$ cat src/rtl/ssl_pkg.sv
package ssl_pkg;

  typedef enum logic [3:0] {
    S_IDLE,
    S_PWRUP,
    S_PROG,
    S_INITW,
    S_LOAD,
    S_SLO,
    S_SHI,
    S_FLO,
    S_FHI,
    S_OK,
    S_ERR
  } ssl_state_e;

  function automatic int unsigned ssl_max2(input int unsigned a, input int unsigned b);
    return (a > b) ? a : b;
  endfunction

endpackage

$ cat src/rtl/ssl_rst_sync.sv
module ssl_rst_sync (
  input  logic clk,
  input  logic rst_n,
  output logic rst_sync_n
);
  logic [1:0] sync_q;

  always_ff @(posedge clk or negedge rst_n) begin
    if (!rst_n) sync_q <= 2'b00;
    else        sync_q <= {sync_q[0], 1'b1};
  end

  assign rst_sync_n = sync_q[1];
endmodule

$ cat src/rtl/ssl_timer.sv
module ssl_timer #(
  parameter int W = 8
) (
  input  logic         clk,
  input  logic         rst_n,
  input  logic         load_i,
  input  logic [W-1:0] val_i,
  output logic         zero_o
);
  logic [W-1:0] cnt_q, cnt_d;

  always_comb begin
    cnt_d = cnt_q;
    if (load_i)            cnt_d = val_i;
    else if (cnt_q != '0)  cnt_d = cnt_q - 1'b1;
  end

  always_ff @(posedge clk or negedge rst_n) begin
    if (!rst_n) cnt_q <= '0;
    else        cnt_q <= cnt_d;
  end

  assign zero_o = (cnt_q == '0);
endmodule

$ cat src/rtl/ssl_poll_ctr.sv
module ssl_poll_ctr #(
  parameter int W = 8
) (
  input  logic         clk,
  input  logic         rst_n,
  input  logic         clr_i,
  input  logic         inc_i,
  output logic [W-1:0] cnt_o
);
  logic [W-1:0] cnt_q, cnt_d;

  always_comb begin
    cnt_d = cnt_q;
    if (clr_i)      cnt_d = '0;
    else if (inc_i) cnt_d = cnt_q + 1'b1;
  end

  always_ff @(posedge clk or negedge rst_n) begin
    if (!rst_n) cnt_q <= '0;
    else        cnt_q <= cnt_d;
  end

  assign cnt_o = cnt_q;
endmodule

$ cat src/rtl/ssl_shifter.sv
module ssl_shifter #(
  parameter int DW = 8
) (
  input  logic          clk,
  input  logic          rst_n,
  input  logic          load_i,
  input  logic          step_i,
  input  logic [DW-1:0] data_i,
  output logic          next_bit_o,
  output logic          last_o
);
  localparam int IW = (DW > 1) ? $clog2(DW) : 1;

  logic [DW-1:0] sreg_q, sreg_d;
  logic [IW-1:0] idx_q, idx_d;

  always_comb begin
    sreg_d = sreg_q;
    idx_d  = idx_q;
    if (load_i) begin
      sreg_d = data_i;
      idx_d  = IW'(DW - 1);
    end else if (step_i) begin
      sreg_d = {sreg_q[DW-2:0], 1'b0};
      idx_d  = idx_q - 1'b1;
    end
  end

  always_ff @(posedge clk or negedge rst_n) begin
    if (!rst_n) begin
      sreg_q <= '0;
      idx_q  <= '0;
    end else begin
      sreg_q <= sreg_d;
      idx_q  <= idx_d;
    end
  end

  assign next_bit_o = sreg_q[DW-2];
  assign last_o     = (idx_q == '0);
endmodule

$ cat src/rtl/slave_serial_loader.sv
module slave_serial_loader #(
  parameter int PWR_WAIT_CYC = 5000000,
  parameter int PROG_LOW_CYC = 5000000,
  parameter int HALF_LO_CYC  = 2,
  parameter int HALF_HI_CYC  = 2,
  parameter int INIT_POLLS   = 100000,
  parameter int DONE_POLLS   = 100000,
  parameter int CNT_W        = 32,
  parameter int BYTE_W       = 8
) (
  input  logic              clk,
  input  logic              rst_n,
  input  logic              start_i,
  input  logic [CNT_W-1:0]  byte_count_i,
  input  logic [BYTE_W-1:0] byte_data_i,
  input  logic              byte_valid_i,
  input  logic              byte_err_i,
  output logic              byte_ready_o,
  input  logic              init_ready_i,
  input  logic              cfg_done_i,
  output logic              pwr_en_o,
  output logic              prog_n_o,
  output logic              cclk_o,
  output logic              din_o,
  output logic              busy_o,
  output logic              done_o,
  output logic              fail_o
);
  import ssl_pkg::*;

  localparam int unsigned TMAX = ssl_max2(ssl_max2(PWR_WAIT_CYC, PROG_LOW_CYC),
                                          ssl_max2(HALF_LO_CYC, HALF_HI_CYC));
  localparam int TW = $clog2(TMAX + 1);
  localparam int PW = $clog2(ssl_max2(INIT_POLLS, DONE_POLLS) + 1);

  logic rst_s_n;

  ssl_state_e       st_q, st_d;
  logic             pwr_q, pwr_d, prog_q, prog_d, cclk_q, cclk_d, din_q, din_d;
  logic [CNT_W-1:0] left_q, left_d;

  logic          tmr_load, tmr_zero;
  logic [TW-1:0] tmr_val;
  logic          pc_clr, pc_inc;
  logic [PW-1:0] pcnt;
  logic          sh_load, sh_step, sh_next, sh_last;
  logic          left_load, left_dec;
  logic          idle_like;

  ssl_rst_sync u_rst (
    .clk(clk), .rst_n(rst_n), .rst_sync_n(rst_s_n)
  );

  ssl_timer #(.W(TW)) u_tmr (
    .clk(clk), .rst_n(rst_s_n), .load_i(tmr_load), .val_i(tmr_val), .zero_o(tmr_zero)
  );

  ssl_poll_ctr #(.W(PW)) u_poll (
    .clk(clk), .rst_n(rst_s_n), .clr_i(pc_clr), .inc_i(pc_inc), .cnt_o(pcnt)
  );

  ssl_shifter #(.DW(BYTE_W)) u_shf (
    .clk(clk), .rst_n(rst_s_n), .load_i(sh_load), .step_i(sh_step),
    .data_i(byte_data_i), .next_bit_o(sh_next), .last_o(sh_last)
  );

  assign idle_like = (st_q == S_IDLE) || (st_q == S_OK) || (st_q == S_ERR);

  // next-state and output decode
  always_comb begin
    st_d      = st_q;
    pwr_d     = pwr_q;
    prog_d    = prog_q;
    cclk_d    = cclk_q;
    din_d     = din_q;
    tmr_load  = 1'b0;
    tmr_val   = '0;
    pc_clr    = 1'b0;
    pc_inc    = 1'b0;
    sh_load   = 1'b0;
    sh_step   = 1'b0;
    left_load = 1'b0;
    left_dec  = 1'b0;

    unique case (st_q)
      S_IDLE, S_OK, S_ERR: begin
        if (start_i) begin
          st_d      = S_PWRUP;
          pwr_d     = 1'b1;
          prog_d    = 1'b1;
          cclk_d    = 1'b0;
          din_d     = 1'b0;
          tmr_load  = 1'b1;
          tmr_val   = TW'(PWR_WAIT_CYC - 1);
          left_load = 1'b1;
        end
      end
      S_PWRUP: begin
        if (tmr_zero) begin
          st_d     = S_PROG;
          prog_d   = 1'b0;
          tmr_load = 1'b1;
          tmr_val  = TW'(PROG_LOW_CYC - 1);
        end
      end
      S_PROG: begin
        if (tmr_zero) begin
          st_d   = S_INITW;
          prog_d = 1'b1;
          pc_clr = 1'b1;
        end
      end
      S_INITW: begin
        if (init_ready_i) begin
          if (left_q == '0) begin
            st_d     = S_FLO;
            tmr_load = 1'b1;
            tmr_val  = TW'(HALF_LO_CYC - 1);
            pc_clr   = 1'b1;
          end else begin
            st_d = S_LOAD;
          end
        end else if (pcnt == PW'(INIT_POLLS - 1)) begin
          st_d = S_ERR;
        end else begin
          pc_inc = 1'b1;
        end
      end
      S_LOAD: begin
        if (byte_valid_i) begin
          tmr_load = 1'b1;
          tmr_val  = TW'(HALF_LO_CYC - 1);
          if (byte_err_i) begin
            st_d   = S_FLO;
            din_d  = 1'b0;
            pc_clr = 1'b1;
          end else begin
            st_d    = S_SLO;
            sh_load = 1'b1;
            din_d   = byte_data_i[BYTE_W-1];
          end
        end
      end
      S_SLO: begin
        if (tmr_zero) begin
          st_d     = S_SHI;
          cclk_d   = 1'b1;
          tmr_load = 1'b1;
          tmr_val  = TW'(HALF_HI_CYC - 1);
        end
      end
      S_SHI: begin
        if (tmr_zero) begin
          cclk_d = 1'b0;
          if (sh_last) begin
            left_dec = 1'b1;
            if (left_q == CNT_W'(1)) begin
              st_d     = S_FLO;
              tmr_load = 1'b1;
              tmr_val  = TW'(HALF_LO_CYC - 1);
              pc_clr   = 1'b1;
            end else begin
              st_d = S_LOAD;
            end
          end else begin
            st_d     = S_SLO;
            sh_step  = 1'b1;
            din_d    = sh_next;
            tmr_load = 1'b1;
            tmr_val  = TW'(HALF_LO_CYC - 1);
          end
        end
      end
      S_FLO: begin
        if (tmr_zero) begin
          if (cfg_done_i) begin
            st_d = S_OK;
          end else if (pcnt == PW'(DONE_POLLS)) begin
            st_d = S_ERR;
          end else begin
            st_d     = S_FHI;
            cclk_d   = 1'b1;
            pc_inc   = 1'b1;
            tmr_load = 1'b1;
            tmr_val  = TW'(HALF_HI_CYC - 1);
          end
        end
      end
      S_FHI: begin
        if (tmr_zero) begin
          st_d     = S_FLO;
          cclk_d   = 1'b0;
          tmr_load = 1'b1;
          tmr_val  = TW'(HALF_LO_CYC - 1);
        end
      end
      default: st_d = S_IDLE;
    endcase

    left_d = left_q;
    if (left_load)     left_d = byte_count_i;
    else if (left_dec) left_d = left_q - 1'b1;
  end

  always_ff @(posedge clk or negedge rst_s_n) begin
    if (!rst_s_n) begin
      st_q   <= S_IDLE;
      pwr_q  <= 1'b0;
      prog_q <= 1'b1;
      cclk_q <= 1'b0;
      din_q  <= 1'b0;
      left_q <= '0;
    end else begin
      st_q   <= st_d;
      pwr_q  <= pwr_d;
      prog_q <= prog_d;
      cclk_q <= cclk_d;
      din_q  <= din_d;
      left_q <= left_d;
    end
  end

  assign pwr_en_o     = pwr_q;
  assign prog_n_o     = prog_q;
  assign cclk_o       = cclk_q;
  assign din_o        = din_q;
  assign byte_ready_o = (st_q == S_LOAD);
  assign busy_o       = !idle_like;
  assign done_o       = (st_q == S_OK);
  assign fail_o       = (st_q == S_ERR);
endmodule

$ cat config.mk
export PLATFORM = sky130hd
export DESIGN_NAME = slave_serial_loader
export DESIGN_NICKNAME = d
export VERILOG_FILES = /design/src/rtl/ssl_pkg.sv /design/src/rtl/ssl_rst_sync.sv /design/src/rtl/ssl_timer.sv /design/src/rtl/ssl_poll_ctr.sv /design/src/rtl/ssl_shifter.sv /design/src/rtl/slave_serial_loader.sv
export SDC_FILE = /design/constraint.sdc
export NUM_CORES = 1
export LEC_CHECK = 0
export ABC_AREA = 1
export BUFFER_PORTS_ARGS = -buffer_cell sky130_fd_sc_hd__buf_2
export CAP_MARGIN = 20
export CORE_ASPECT_RATIO = 0.75
export CORE_MARGIN = 1
export CORE_UTILIZATION = 33
export DETAILED_ROUTE_END_ITERATION = 16
export PLACE_DENSITY = 0.54
export SLEW_MARGIN = 0
export SYNTH_ARGS = -nofsm -noshare
export SYNTH_HDL_FRONTEND = slang
export SYNTH_HIERARCHICAL = 1
export SYNTH_SLANG_ARGS = --single-unit
$ cat constraint.sdc
create_clock -name clk -period 7.2 [get_ports clk]
set_clock_uncertainty 0.05 [all_clocks]
set_input_delay 1.8 -clock clk [delete_from_list [all_inputs] [get_ports clk]]
set_output_delay 1.8 -clock clk [all_outputs]
set_load 0.02 [all_outputs]
==> impl_results.md <==
* IO buf count at 54
* CP Launch Type: primary input
* DRT iter0 DRCs at 380
* Total negative slack at 0 ns
* Area contributors post-synth: dfrtp_1, nand2_1, nor2_1
* Yosys warns at 6
* Routed Antenna Nets at 0
* Worst vdd ir at 131.5 µV
* Horiz. Die Dim at 163.6 µm
* Total GRT Usage at 17.73%
* # Post-CTS Setup Buffers at 0
* # hold bufs at CTS at 0
* Cell mode on critical path: nor2_1
* Largest net degree at the start of global routing at 72
* Total routed wirelength at 16.61 mm
* Synth cell types at 44
* Number of global-route vias before repair at 5,663
* Ports at 55
* Clk_lat worst skew at 0.35 ns
* First-pass GRT wire length at 28.35 mm
* Die ar. at 20,160 µm²
* Drt wl/cell at 12.95 µm
* Reg-to-reg setup timing slack at 3.51 ns
* Overflow after GRT at 0
* Top delay family on crit path: simple AND/OR/NAND/NOR gates
* Max incr delay on CP at 0.56 ns
* Final period demand of the worst path at 4.249 ns
* Count leader, synth: nand2_1
* Initial antenna violation count at 0
* Initial core utilization at 34.34%
* Outcome: finished clean
* Longest Clk Path Bufs at 2
* CTS H-tree depth at 3
* Die Y at 123.2 µm
* Worst Hold Class: flip-flop to asynchronous set/reset pin
* Share of layout cells above drive strength 1 at 13.22%
* Crit. End Element: flip-flop
* P_leak at 3.662 nW
* Main flop type after synthesis: dfrtp_1
* Tightest Pin Transition at 0.9507 ns
* Inserted Diodes at 0
* Post-synth top cells: nand2_1, nor2_1, inv_1
* Setup violators final at 0
* Arrival @ worst endpoint at 4.44 ns
* PwrDens at 362.9 nW/µm²
* Max Freq at 235.4 MHz
* # rows at 43
* Dpl hpwl at 12.22 mm
* Seq/Total Area, Yosys at 35.62%
* Cells after DPL at 1,267
* CP max stage cell: nand2_1
* Utilization after layout at 38.47%
* Leading area contributor after synthesis: dfrtp_1
* Final std cells w/o fill at 1,283
* Syn Area/Cell at 6.646 µm²
* CP Cell Sequence: buf_2 -> nand2_4 -> inv_4 -> nor2_1 -> nand3b_1 -> nor2_1 -> nand2_1 -> inv_1 -> nand4_2 -> inv_2 -> a21oi_1
* Nets@finish at 1,085
* Vias/cell at 4.670
* RSZ-0062 raised after global routing: no
* Final Hold Viols at 0
* RePlAce Congestion at 0.8791
* Post_cts resized at 0
* Final period utilization at 59.01%
* CTS root buffer: clkbuf_16
* Slew headroom at 36.62%
* Post-synthesis async set-or-reset flop share at 100.0%
* Total core area at 18,830 µm²
* Yosys top cell area share at 35.22%
* Slew Viols, Final at 0
* Maxcap violations at 0
* Post-synthesis register bit count at 92
* Number of flops mapped to enable cells by yosys at 0
* Clk sinks at 92
* Crit path required time at 7.39 ns
* CP Class: primary input to flip-flop
* Clk slew on worst S/H paths at 0.07 ns
* CTS tree: yes
* Critical path buffers and inverters at 4
* Router iterations before antenna repair at 5
* Syn Inst Count at 973
* Via Count at 5,991
* Total CTS buffers at 9
* Drc violations at 0
* Min Hold Slack at 0.1643 ns
* Mapped Area at 6466 µm²
* Fillers at 2,027
* Highest fanout seen on the critical path at 40
* Synthesis-to-finish area growth at 12.04%
==> cell families after synthesis <==
group           after synthesis  synth area share [%]
buf+inv                     138                 9.578
other cells                   2                0.1161
simple gates                625                 42.45
flops                        92                 35.62
compound gates               89                 8.165
xor+xnor                     20                 2.709
fa+ha+maj                     7                 1.354
==> final timing paths <==
path	startpoint	end	cells after the start
worst min register to register	u_rst/sync_q[1]	left_q[0]	0
worst min-delay path	u_rst/sync_q[1]	left_q[0]	0
worst max-delay path	start_i	u_tmr/cnt_q[7]	11
worst max register to register	u_tmr/cnt_q[0]	u_tmr/cnt_q[19]	17
min in group clk	u_rst/sync_q[0]	u_rst/sync_q[1]	0
max in group asynchronous	u_rst/sync_q[1]	u_tmr/cnt_q[18]	1
==> cell usage in the layout, fill, tap and decap left out, types with 3 or more instances in the layout <==
cell type and count:
a21oi_1 22, buf_2 54, clkbuf_16 9, conb_1 11, dfrtp_1 90, ha_1 7
inv_1 110, inv_2 7, nand2_1 334, nand2_2 7, nand2_4 4, nand3_1 73
nand3_2 3, nand3b_1 8, nand4_1 17, nor2_1 137, nor2_2 18, nor2_4 11
nor3_1 7, o211ai_1 3, o21ai_0 34, o21ai_1 13, o221ai_1 4, xnor2_1 9
xor2_1 11
==> power by group <==
| part | leakage [nW] | switching, mW | total [mW] | internal [mW] |
|---|---|---|---|---|
| clock | 0.156 | 0.217 | 0.506 | 0.290 |
| sequential | 1.17 | 0.185 | 0.888 | 0.703 |
| combinational | 2.34 | 0.818 | 1.23 | 0.417 |
==> worst reg2reg max path: stages, from the launching register on <==
cell	delay [ns]
dfrtp_1	0.40
inv_1	0.10
ha_1	0.38
nand3_4	0.14
nor2_4	0.15
nand3_2	0.10
inv_1	0.19
inv_1	0.17
nor2_1	0.19
nor2_1	0.09
nand3b_1	0.10
nor2_1	0.05
nand2_1	0.67
inv_1	0.35
nand2_2	0.19
inv_2	0.13
nand2_1	0.08
nand2_1	0.05
==> routing by layer <==
layer	GRT usage, %	share of wire (%)
met5	0	0
met4	3.704	0.90
met3	3.355	3.7
met2	25.61	40
met1	27.04	55
==> flip-flops by register name (all words and copies together), names as in the netlist <==
signal	cells
left_q	32
prog_n_o	1
u_shf/sreg_q	7
u_poll/cnt_o	17
u_tmr/cnt_q	23
st_q	4
pwr_en_o	1
u_rst/sync_q	2
cclk_o	1
u_shf/idx_q	3
din_o	1
==> layout make-up <==
type	instances	area, µm²	area share (%)
inverters	120	455.4	6.287
repair buffers	56	285.3	3.938
clock buffers	11	252.7	3.489
well taps	247	309.0	4.266
flip-flops and latches	92	2307	31.85
multi-input cells	752	3577	49.38
clock inverters	5	57.56	0.7945
==> through the flow <==
step / cell area [µm²] / power, mW / setup WS (ns)
detailed placement: 6934 / 2.130 / 2.533
CTS: 7244 / 2.649 / 2.909
global placement: 6934 / 2.121 / 2.600
finish: 7244 / 2.629 / 2.951
floorplan: 6500 / 1.880 / 4.052
global route: 7244 / 2.904 / 2.607
(Power assumes the default switching activity.)
